$ cat src/rtl/itr_pkg.sv
package itr_pkg;
  localparam int DATA_W      = 64;
  localparam int HALF_W      = 32;
  localparam int CTRL_W      = 32;
  localparam int EN_BIT      = 0;
  localparam int IDX_W       = 3;
  // slot numbers (byte offset / 8)
  localparam int SLOT_CTRLID = 0;
  localparam int SLOT_TYPE   = 1;
  localparam int SLOT_QBASE  = 16;
  localparam int SLOT_QWR    = 17;
  localparam int SLOT_QRD    = 18;
  localparam int SLOT_TBASE  = 32;
  localparam int SLOT_IDENT  = 48;
  localparam int IDENT_SLOTS = 6;
  localparam logic [DATA_W-1:0] RETRY_MASK = 64'h1;

  typedef enum logic [2:0] {
    RG_NONE, RG_CTRLID, RG_TYPE, RG_QBASE, RG_QWR, RG_QRD, RG_TBASE, RG_IDENT
  } region_e;

  typedef struct packed {
    region_e          region;
    logic [IDX_W-1:0] idx;
    logic             lo_en;
    logic             hi_en;
    logic             err;
  } dec_t;

  function automatic logic [DATA_W-1:0] lane_mask(input logic lo, input logic hi);
    return {{HALF_W{hi}}, {HALF_W{lo}}};
  endfunction

  function automatic logic [DATA_W-1:0] merge64(input logic [DATA_W-1:0] old_v,
                                                input logic [DATA_W-1:0] new_v,
                                                input logic [DATA_W-1:0] mask);
    return (old_v & ~mask) | (new_v & mask);
  endfunction

  function automatic logic [HALF_W-1:0] ident_word(input logic [23:0] sig, input int w);
    return {sig, 8'(w)};
  endfunction

  function automatic logic [DATA_W-1:0] tbase_fixed(input logic [DATA_W-1:0] ro, input int i);
    return ro & {8{8'(i + 1)}};
  endfunction
endpackage

$ cat src/rtl/itr_decode.sv
module itr_decode import itr_pkg::*; #(
  parameter int ADDR_W    = 12,
  parameter int NUM_TBASE = 8
) (
  input  logic [ADDR_W-1:0] addr,
  input  logic              wide,
  output dec_t              dec
);
  logic hi;
  logic misalign;
  int   slot;

  always_comb begin
    hi       = addr[2];
    slot     = int'(addr[ADDR_W-1:3]);
    misalign = (addr[1:0] != 2'b00) || (wide && hi);
    dec        = '0;
    dec.lo_en  = wide || !hi;
    dec.hi_en  = wide || hi;
    dec.region = RG_NONE;
    if (slot == SLOT_CTRLID)      dec.region = RG_CTRLID;
    else if (slot == SLOT_TYPE)   dec.region = RG_TYPE;
    else if (slot == SLOT_QBASE)  dec.region = RG_QBASE;
    else if (slot == SLOT_QWR)    dec.region = RG_QWR;
    else if (slot == SLOT_QRD)    dec.region = RG_QRD;
    else if (slot >= SLOT_TBASE && slot < SLOT_TBASE + NUM_TBASE) begin
      dec.region = RG_TBASE;
      dec.idx    = IDX_W'(slot - SLOT_TBASE);
    end else if (slot >= SLOT_IDENT && slot < SLOT_IDENT + IDENT_SLOTS) begin
      dec.region = RG_IDENT;
      dec.idx    = IDX_W'(slot - SLOT_IDENT);
    end
    if (misalign) dec.region = RG_NONE;
    dec.err = (dec.region == RG_NONE);
  end
endmodule

$ cat src/rtl/itr_qregs.sv
module itr_qregs import itr_pkg::*; (
  input  logic              clk,
  input  logic              rst_n,
  input  logic              qbase_we,
  input  logic              qwr_we,
  input  logic [DATA_W-1:0] lanes,
  input  logic [DATA_W-1:0] wd,
  input  logic              rd_clr,
  input  logic              rd_load,
  input  logic [DATA_W-1:0] rd_load_val,
  output logic [DATA_W-1:0] qbase_q,
  output logic [DATA_W-1:0] qwr_q,
  output logic [DATA_W-1:0] qrd_q
);
  always_ff @(posedge clk or negedge rst_n) begin
    if (!rst_n) begin
      qbase_q <= '0;
      qwr_q   <= '0;
      qrd_q   <= '0;
    end else begin
      if (qbase_we) qbase_q <= merge64(qbase_q, wd, lanes);
      // retry flag only lives in the low lane, so masking the data is lane-safe
      if (qwr_we)   qwr_q   <= merge64(qwr_q, wd & ~RETRY_MASK, lanes);
      if (rd_clr)       qrd_q <= '0;
      else if (rd_load) qrd_q <= rd_load_val;
    end
  end
endmodule

$ cat src/rtl/itr_tbase_bank.sv
module itr_tbase_bank import itr_pkg::*; #(
  parameter int                NUM_TBASE = 8,
  parameter logic [DATA_W-1:0] RO_MASK   = 64'h0700_0000_0000_001F
) (
  input  logic                        clk,
  input  logic                        rst_n,
  input  logic                        we,
  input  logic [IDX_W-1:0]            idx,
  input  logic [DATA_W-1:0]           lanes,
  input  logic [DATA_W-1:0]           wd,
  output logic [NUM_TBASE*DATA_W-1:0] tb_flat
);
  localparam logic [DATA_W-1:0] WR_MASK = ~RO_MASK;

  for (genvar i = 0; i < NUM_TBASE; i++) begin : g_entry
    localparam logic [DATA_W-1:0] FIXED = tbase_fixed(RO_MASK, i);
    logic [DATA_W-1:0] q;
    always_ff @(posedge clk or negedge rst_n) begin
      if (!rst_n)                     q <= FIXED;
      else if (we && int'(idx) == i)  q <= merge64(q, wd, lanes & WR_MASK);
    end
    assign tb_flat[i*DATA_W +: DATA_W] = q;
  end
endmodule

$ cat src/rtl/itr_regfile.sv
module itr_regfile import itr_pkg::*; #(
  parameter int                ADDR_W     = 12,
  parameter int                NUM_TBASE  = 8,
  parameter logic [31:0]       ID_VALUE   = 32'h1234_5A01,
  parameter logic [23:0]       ID_SIG     = 24'hC0DE42,
  parameter logic [63:0]       TYPE_VALUE = 64'h0000_0010_0008_0F11,
  parameter logic [63:0]       TB_RO_MASK = 64'h0700_0000_0000_001F
) (
  input  logic                        clk,
  input  logic                        rst_n,
  input  logic                        req_valid,
  input  logic                        req_write,
  input  logic                        req_wide,
  input  logic [ADDR_W-1:0]           req_addr,
  input  logic [63:0]                 req_wdata,
  output logic                        rsp_valid,
  output logic                        rsp_err,
  output logic [63:0]                 rsp_rdata,
  output logic                        unit_enable,
  output logic                        latch_pulse,
  output logic [63:0]                 qbase_o,
  output logic [63:0]                 qwr_o,
  output logic [63:0]                 qrd_o,
  output logic [NUM_TBASE*64-1:0]     tbase_o,
  input  logic                        rd_load,
  input  logic [63:0]                 rd_load_val
);
  dec_t              dec;
  logic [DATA_W-1:0] wd, lanes, slot_val, rdata;
  logic [CTRL_W-1:0] ctrl_q, ctrl_next;
  logic              wr, ctrl_wr, latch_next, locked;
  logic              qbase_we, qwr_we, tb_we, rd_clr;
  logic [DATA_W-1:0] tb_sel;

  itr_decode #(.ADDR_W(ADDR_W), .NUM_TBASE(NUM_TBASE)) u_dec (
    .addr(req_addr), .wide(req_wide), .dec(dec)
  );

  // narrow data is replicated into both lanes; the lane mask picks the half
  assign wd     = req_wide ? req_wdata : {2{req_wdata[HALF_W-1:0]}};
  assign lanes  = lane_mask(dec.lo_en, dec.hi_en);
  assign wr     = req_valid && req_write && !dec.err;
  assign locked = ctrl_q[EN_BIT];

  assign ctrl_wr    = wr && dec.region == RG_CTRLID && dec.lo_en;
  assign ctrl_next  = ctrl_q | wd[CTRL_W-1:0];
  assign latch_next = ctrl_wr && ctrl_next[EN_BIT];
  assign qbase_we   = wr && dec.region == RG_QBASE && !locked;
  assign qwr_we     = wr && dec.region == RG_QWR;
  assign tb_we      = wr && dec.region == RG_TBASE && !locked;
  assign rd_clr     = latch_next || (qbase_we && dec.lo_en);

  always_ff @(posedge clk or negedge rst_n) begin
    if (!rst_n) begin
      ctrl_q      <= '0;
      latch_pulse <= 1'b0;
    end else begin
      if (ctrl_wr) ctrl_q <= ctrl_next;
      latch_pulse <= latch_next;
    end
  end

  itr_qregs u_q (
    .clk(clk), .rst_n(rst_n), .qbase_we(qbase_we), .qwr_we(qwr_we),
    .lanes(lanes), .wd(wd), .rd_clr(rd_clr), .rd_load(rd_load),
    .rd_load_val(rd_load_val), .qbase_q(qbase_o), .qwr_q(qwr_o), .qrd_q(qrd_o)
  );

  itr_tbase_bank #(.NUM_TBASE(NUM_TBASE), .RO_MASK(TB_RO_MASK)) u_tb (
    .clk(clk), .rst_n(rst_n), .we(tb_we), .idx(dec.idx),
    .lanes(lanes), .wd(wd), .tb_flat(tbase_o)
  );

  always_comb begin
    tb_sel = '0;
    for (int i = 0; i < NUM_TBASE; i++)
      if (int'(dec.idx) == i) tb_sel = tbase_o[i*DATA_W +: DATA_W];
  end

  always_comb begin
    unique case (dec.region)
      RG_CTRLID: slot_val = {ID_VALUE, ctrl_q};
      RG_TYPE:   slot_val = TYPE_VALUE;
      RG_QBASE:  slot_val = qbase_o;
      RG_QWR:    slot_val = qwr_o;
      RG_QRD:    slot_val = qrd_o;
      RG_TBASE:  slot_val = tb_sel;
      RG_IDENT:  slot_val = {ident_word(ID_SIG, 2 * int'(dec.idx) + 1),
                            ident_word(ID_SIG, 2 * int'(dec.idx))};
      default:   slot_val = '0;
    endcase
    if (dec.err)       rdata = '0;
    else if (req_wide) rdata = slot_val;
    else               rdata = {{HALF_W{1'b0}},
                                req_addr[2] ? slot_val[DATA_W-1:HALF_W] : slot_val[HALF_W-1:0]};
  end

  always_ff @(posedge clk or negedge rst_n) begin
    if (!rst_n) begin
      rsp_valid <= 1'b0;
      rsp_err   <= 1'b0;
      rsp_rdata <= '0;
    end else begin
      rsp_valid <= req_valid;
      rsp_err   <= req_valid && dec.err;
      rsp_rdata <= req_valid ? rdata : '0;
    end
  end

  assign unit_enable = ctrl_q[EN_BIT];
endmodule

$ cat config.mk
export PLATFORM = sky130hd
export DESIGN_NAME = itr_regfile
export DESIGN_NICKNAME = d
export VERILOG_FILES = /design/src/rtl/itr_pkg.sv /design/src/rtl/itr_decode.sv /design/src/rtl/itr_qregs.sv /design/src/rtl/itr_tbase_bank.sv /design/src/rtl/itr_regfile.sv
export SDC_FILE = /design/constraint.sdc
export NUM_CORES = 2
export LEC_CHECK = 0
export CAP_MARGIN = 25
export CELL_PAD_IN_SITES_DETAIL_PLACEMENT = 1
export CELL_PAD_IN_SITES_GLOBAL_PLACEMENT = 1
export CORE_AREA = 2 2 356 358
export DETAILED_ROUTE_END_ITERATION = 8
export DIE_AREA = 0 0 358 360
export DONT_BUFFER_PORTS = 1
export PLACE_DENSITY_LB_ADDON = 0.2
export SETUP_SLACK_MARGIN = 0.05
export SLEW_MARGIN = 20
export SYNTH_ARGS = -nofsm -noshare
export SYNTH_HDL_FRONTEND = slang
export SYNTH_SLANG_ARGS = --single-unit
$ cat constraint.sdc
create_clock -name clk -period 2.3 [get_ports clk]
set_clock_uncertainty 0.1 [all_clocks]
set_input_delay 0.46 -clock clk [delete_from_list [all_inputs] [get_ports clk]]
set_output_delay 0.46 -clock clk [all_outputs]
set_load 0.01 [all_outputs]
==> run_results.csv <==
group,metric,value,unit
timing,finalHoldWorstSlack,-0.656,ns
routing,route.antenna.remaining_nets,0,
pwr,switch_share,0.254,
placed_design,detailed_place_hpwl,163000,um
clocking,clk_pin_slew,0.06,ns
timing,post-route-period-util,1.08,
routing,routedWlPerCell,39.4,um
clocking,cts-hold-fix-buffers,180,
worst_setup_path,crit_required,2.79,ns
worst_setup_path,crit_fanout,2,
run,maxCapViolCount,0,
pwr,power_per_cell_area,657,mW/mm2
global_route,grt.total_usage,0.321,
routing,tritonroute_pass_1_iters,8,
global_route,grt_pass1_wl,284000,um
timing,period_minus_slack,2.48,ns
global_route,grt_max_degree,740,
pwr,power_frac_clock,0.501,
worst_setup_path,startpoint_type,"flop",
routing,routed_wl,217000,um
final_layout,layout.area.seq,0.0185,mm2
worst_setup_path,rr_endpoint,"rsp_rdata[17]",
logic_synthesis,yosysSeqAreaShare,0.548,
logic_synthesis,distinct_cell_type_count_of_the_synthesized_netlist,82,
logic_synthesis,postSynth.topFlopCell,"sky130_fd_sc_hd__dfrtp_1",
global_route,globalRouteOverflowTotal,0,
clocking,tritoncts,"yes",
clocking,clock_path_buffers,3,
clocking,clk-insertion-delay-late,0.74,ns
worst_hold_path,hold_path_class,"primary input to async pin",
global_route,number_of_antenna_violations_at_the_first_check_in_global_routing,32,
die,die_area,0.129,mm2
timing,hold_violations,150,
run_status,failed_checks,"negative hold slack, negative setup slack",
timing,clock.fmax,403,MHz
worst_setup_path,setup.reg_to_reg.worst_slack,-0.18,ns
logic_synthesis,netlist.area_leader.share,0.548,
pwr,total_switching_power,7.84,mW
clocking,root_buf_cell,"sky130_fd_sc_hd__clkbuf_16",
pwr,fin_total_pwr,30.9,mW
pwr,sequentialPowerShare,0.433,
final_layout,drive_above_1_share,0.346,
logic_synthesis,combined_area_of_all_synthesized_cells,0.0337,mm2
die,floorplan_core_area,0.125,mm2
routing,viasPerCell,5.56,
logic_synthesis,post_synthesis_cell_count,3075,
placed_design,place_congestion,0.932,
logic_synthesis,syn_avg_cell_area,11.0,um2
clocking,cts-htree-levels,3,
worst_setup_path,data_arrival_time_of_the_worst_path,2.97,ns
timing,worst_rel_slew_slack,0.267,
pwr,internal_power,23.0,mW
final_layout,multi_input_gate_area,0.0150,mm2
global_route,grt_pass1_vias,30900,
final_layout,fillCellCount,13500,
die,initial_core_util,0.270,
timing,worst_pin_slew,1.10,ns
logic_synthesis,number_of_enable_flip_flop_cells_after_synthesis,0,
worst_setup_path,r2r_cells,7,
clocking,cts_buffers,91,
timing,rsz0062_at_grt,"yes",
logic_synthesis,yosys_warnings,0,
logic_synthesis,synth_async_sr_flop_share,1.00,
timing,final-max-slew-violation-count,0,
logic_synthesis,netlist_top_cells_area,"sky130_fd_sc_hd__dfrtp_1, sky130_fd_sc_hd__mux2_2, sky130_fd_sc_hd__nand2_1",
die,dieHeight,360,um
die,die_w,358,um
pwr,power_frac_comb,0.066,
final_layout,layout-area-overhead-vs-synth,39.1,%
pwr,power.static_leakage,22.1,nW
clocking,clock_sink_count,739,
run_status,run_status,"finished with violations",
logic_synthesis,synth_top_cell_by_area,"sky130_fd_sc_hd__dfrtp_1",
routing,detail_route.drc_violations,0,
logic_synthesis,yosys_register_bits,739,
pwr,max-vdd-ir-drop,0.546,mV
routing,num_vias,30600,
placed_design,port-buffer-count,0,
routing,drt_iter0_markers,2962,
final_layout,design.final.nets,3924,
die,number_of_i_o_pins,918,
worst_setup_path,worst-setup-path-type,"flop to flop",
die,placementRows,130,
timing,setup_viol,17,
worst_setup_path,cp-end-kind,"flop",
timing,setup_ws,-0.182,ns
final_layout,final_core_util,0.376,
-- synthesized netlist by cell type (12+ instances only) --
cell type and count:
sky130_fd_sc_hd__a221oi_1 38, sky130_fd_sc_hd__mux2_2 258, sky130_fd_sc_hd__clkbuf_1 129, sky130_fd_sc_hd__a21oi_1 122, sky130_fd_sc_hd__a211oi_1 27, sky130_fd_sc_hd__nand2_1 402
sky130_fd_sc_hd__a221o_1 24, sky130_fd_sc_hd__nor3_1 15, sky130_fd_sc_hd__o21ai_1 21, sky130_fd_sc_hd__buf_1 13, sky130_fd_sc_hd__o211ai_1 18, sky130_fd_sc_hd__a222oi_1 17
sky130_fd_sc_hd__dfrtp_1 739, sky130_fd_sc_hd__o221ai_1 28, sky130_fd_sc_hd__o22ai_1 27, sky130_fd_sc_hd__nand3_1 28, sky130_fd_sc_hd__o21ai_0 298, sky130_fd_sc_hd__buf_4 70
sky130_fd_sc_hd__a21o_1 35, sky130_fd_sc_hd__a211o_1 15, sky130_fd_sc_hd__mux2_1 36, sky130_fd_sc_hd__and3_1 12, sky130_fd_sc_hd__a22oi_1 49, sky130_fd_sc_hd__nor2b_1 35
sky130_fd_sc_hd__mux2i_1 148, sky130_fd_sc_hd__buf_2 92, sky130_fd_sc_hd__o21ai_2 28, sky130_fd_sc_hd__nor2_1 180
-- worst max-delay path by stage --
stage | to | slack, ns | cells past startpoint
floorplan | flop | -0.57 | 9
global placement | rsp_rdata[6] | -1.74 | 11
detailed placement | rsp_rdata[12] | -1.43 | 10
CTS | rsp_rdata[29] | -0.16 | 7
global route | rsp_rdata[23] | -0.21 | 8
finish | rsp_rdata[17] | -0.18 | 7
-- area by class of cell --
class | count | area share
diodes | 15 | 0.000800
clock buffers | 126 | 0.0545
clock inverters | 41 | 0.0127
inverters | 8 | 0.000640
multi-input cells | 2082 | 0.321
flip-flops and latches | 739 | 0.394
well taps | 1650 | 0.0440
repair buffers | 856 | 0.172
-- cells by family after synthesis --
logic type	Yosys count	share of synthesized area
compound gates	826	0.163
xor+xnor	1	0.000260
buf+inv	322	0.0493
flops	739	0.548
mux	442	0.142
other cells	2	0.000223
simple gates	743	0.0974
-- per-stage QoR --
stage / hold WS [ns] / worst slack [ns] / cells / instance area, um2 / TNS (ns)
detailed placement: 0.105 / -1.43 / 5081 / 39900 / -506.22
finish: -0.656 / -0.182 / 5517 / 46900 / -0.862
global route: -0.699 / -0.207 / 5512 / 46900 / -1.23
CTS: -0.666 / -0.159 / 5446 / 45500 / -0.586
floorplan: 0.0644 / -0.568 / 3137 / 34300 / -243.43
global placement: 0.106 / -1.74 / 5080 / 39900 / -504.06
-- per-layer routing --
layer	wire length, um	share of wire	global-route usage
met5	31	0.00014	0
met4	11600	0.053	0.140
met3	20200	0.093	0.101
met2	99300	0.46	0.509
met1	86000	0.40	0.400
-- cells in the final DEF, fill, tap and decap left out, drive strengths merged, types with 36 or more instances in the layout --
cell type,instances
a21oi,123
nand2,416
a21o,36
nor2,181
mux2i,148
mux2,294
a22oi,49
clkbuf,138
conb,64
buf,667
o21ai,347
a221oi,39
dlygate4sd3,176
dfrtp,739
-- power by group through the flow --
stage	combinational, mW	clock (mW)	sequential (mW)
floorplan	0.717	0	13.5
global placement	1.08	0	13.6
detailed placement	1.10	0	13.6
CTS	1.64	15.7	13.4
global route	2.13	16.2	13.4
finish	2.03	15.5	13.4
-- critical path, cell delays in order, from the launching register on --
cell                        delay (ns)
sky130_fd_sc_hd__dfrtp_2          0.46
sky130_fd_sc_hd__a211o_1          0.27
sky130_fd_sc_hd__a222oi_1         0.29
sky130_fd_sc_hd__nand2_1          0.24
sky130_fd_sc_hd__o211ai_1         0.26
sky130_fd_sc_hd__o211ai_1         0.23
sky130_fd_sc_hd__clkbuf_16        0.22
sky130_fd_sc_hd__o221a_4          0.25
-- repair_timing --
item                                    in CTS  in global routing
endpoints found under the setup margin     167                589
gates resized for setup                    101                156
gates cloned                                 2                 21
endpoints found under the hold margin     1134                150
pin swaps                                   52                 62
buffers inserted                            18                 34
No activity file was read; power rests on OpenSTA's default activity.
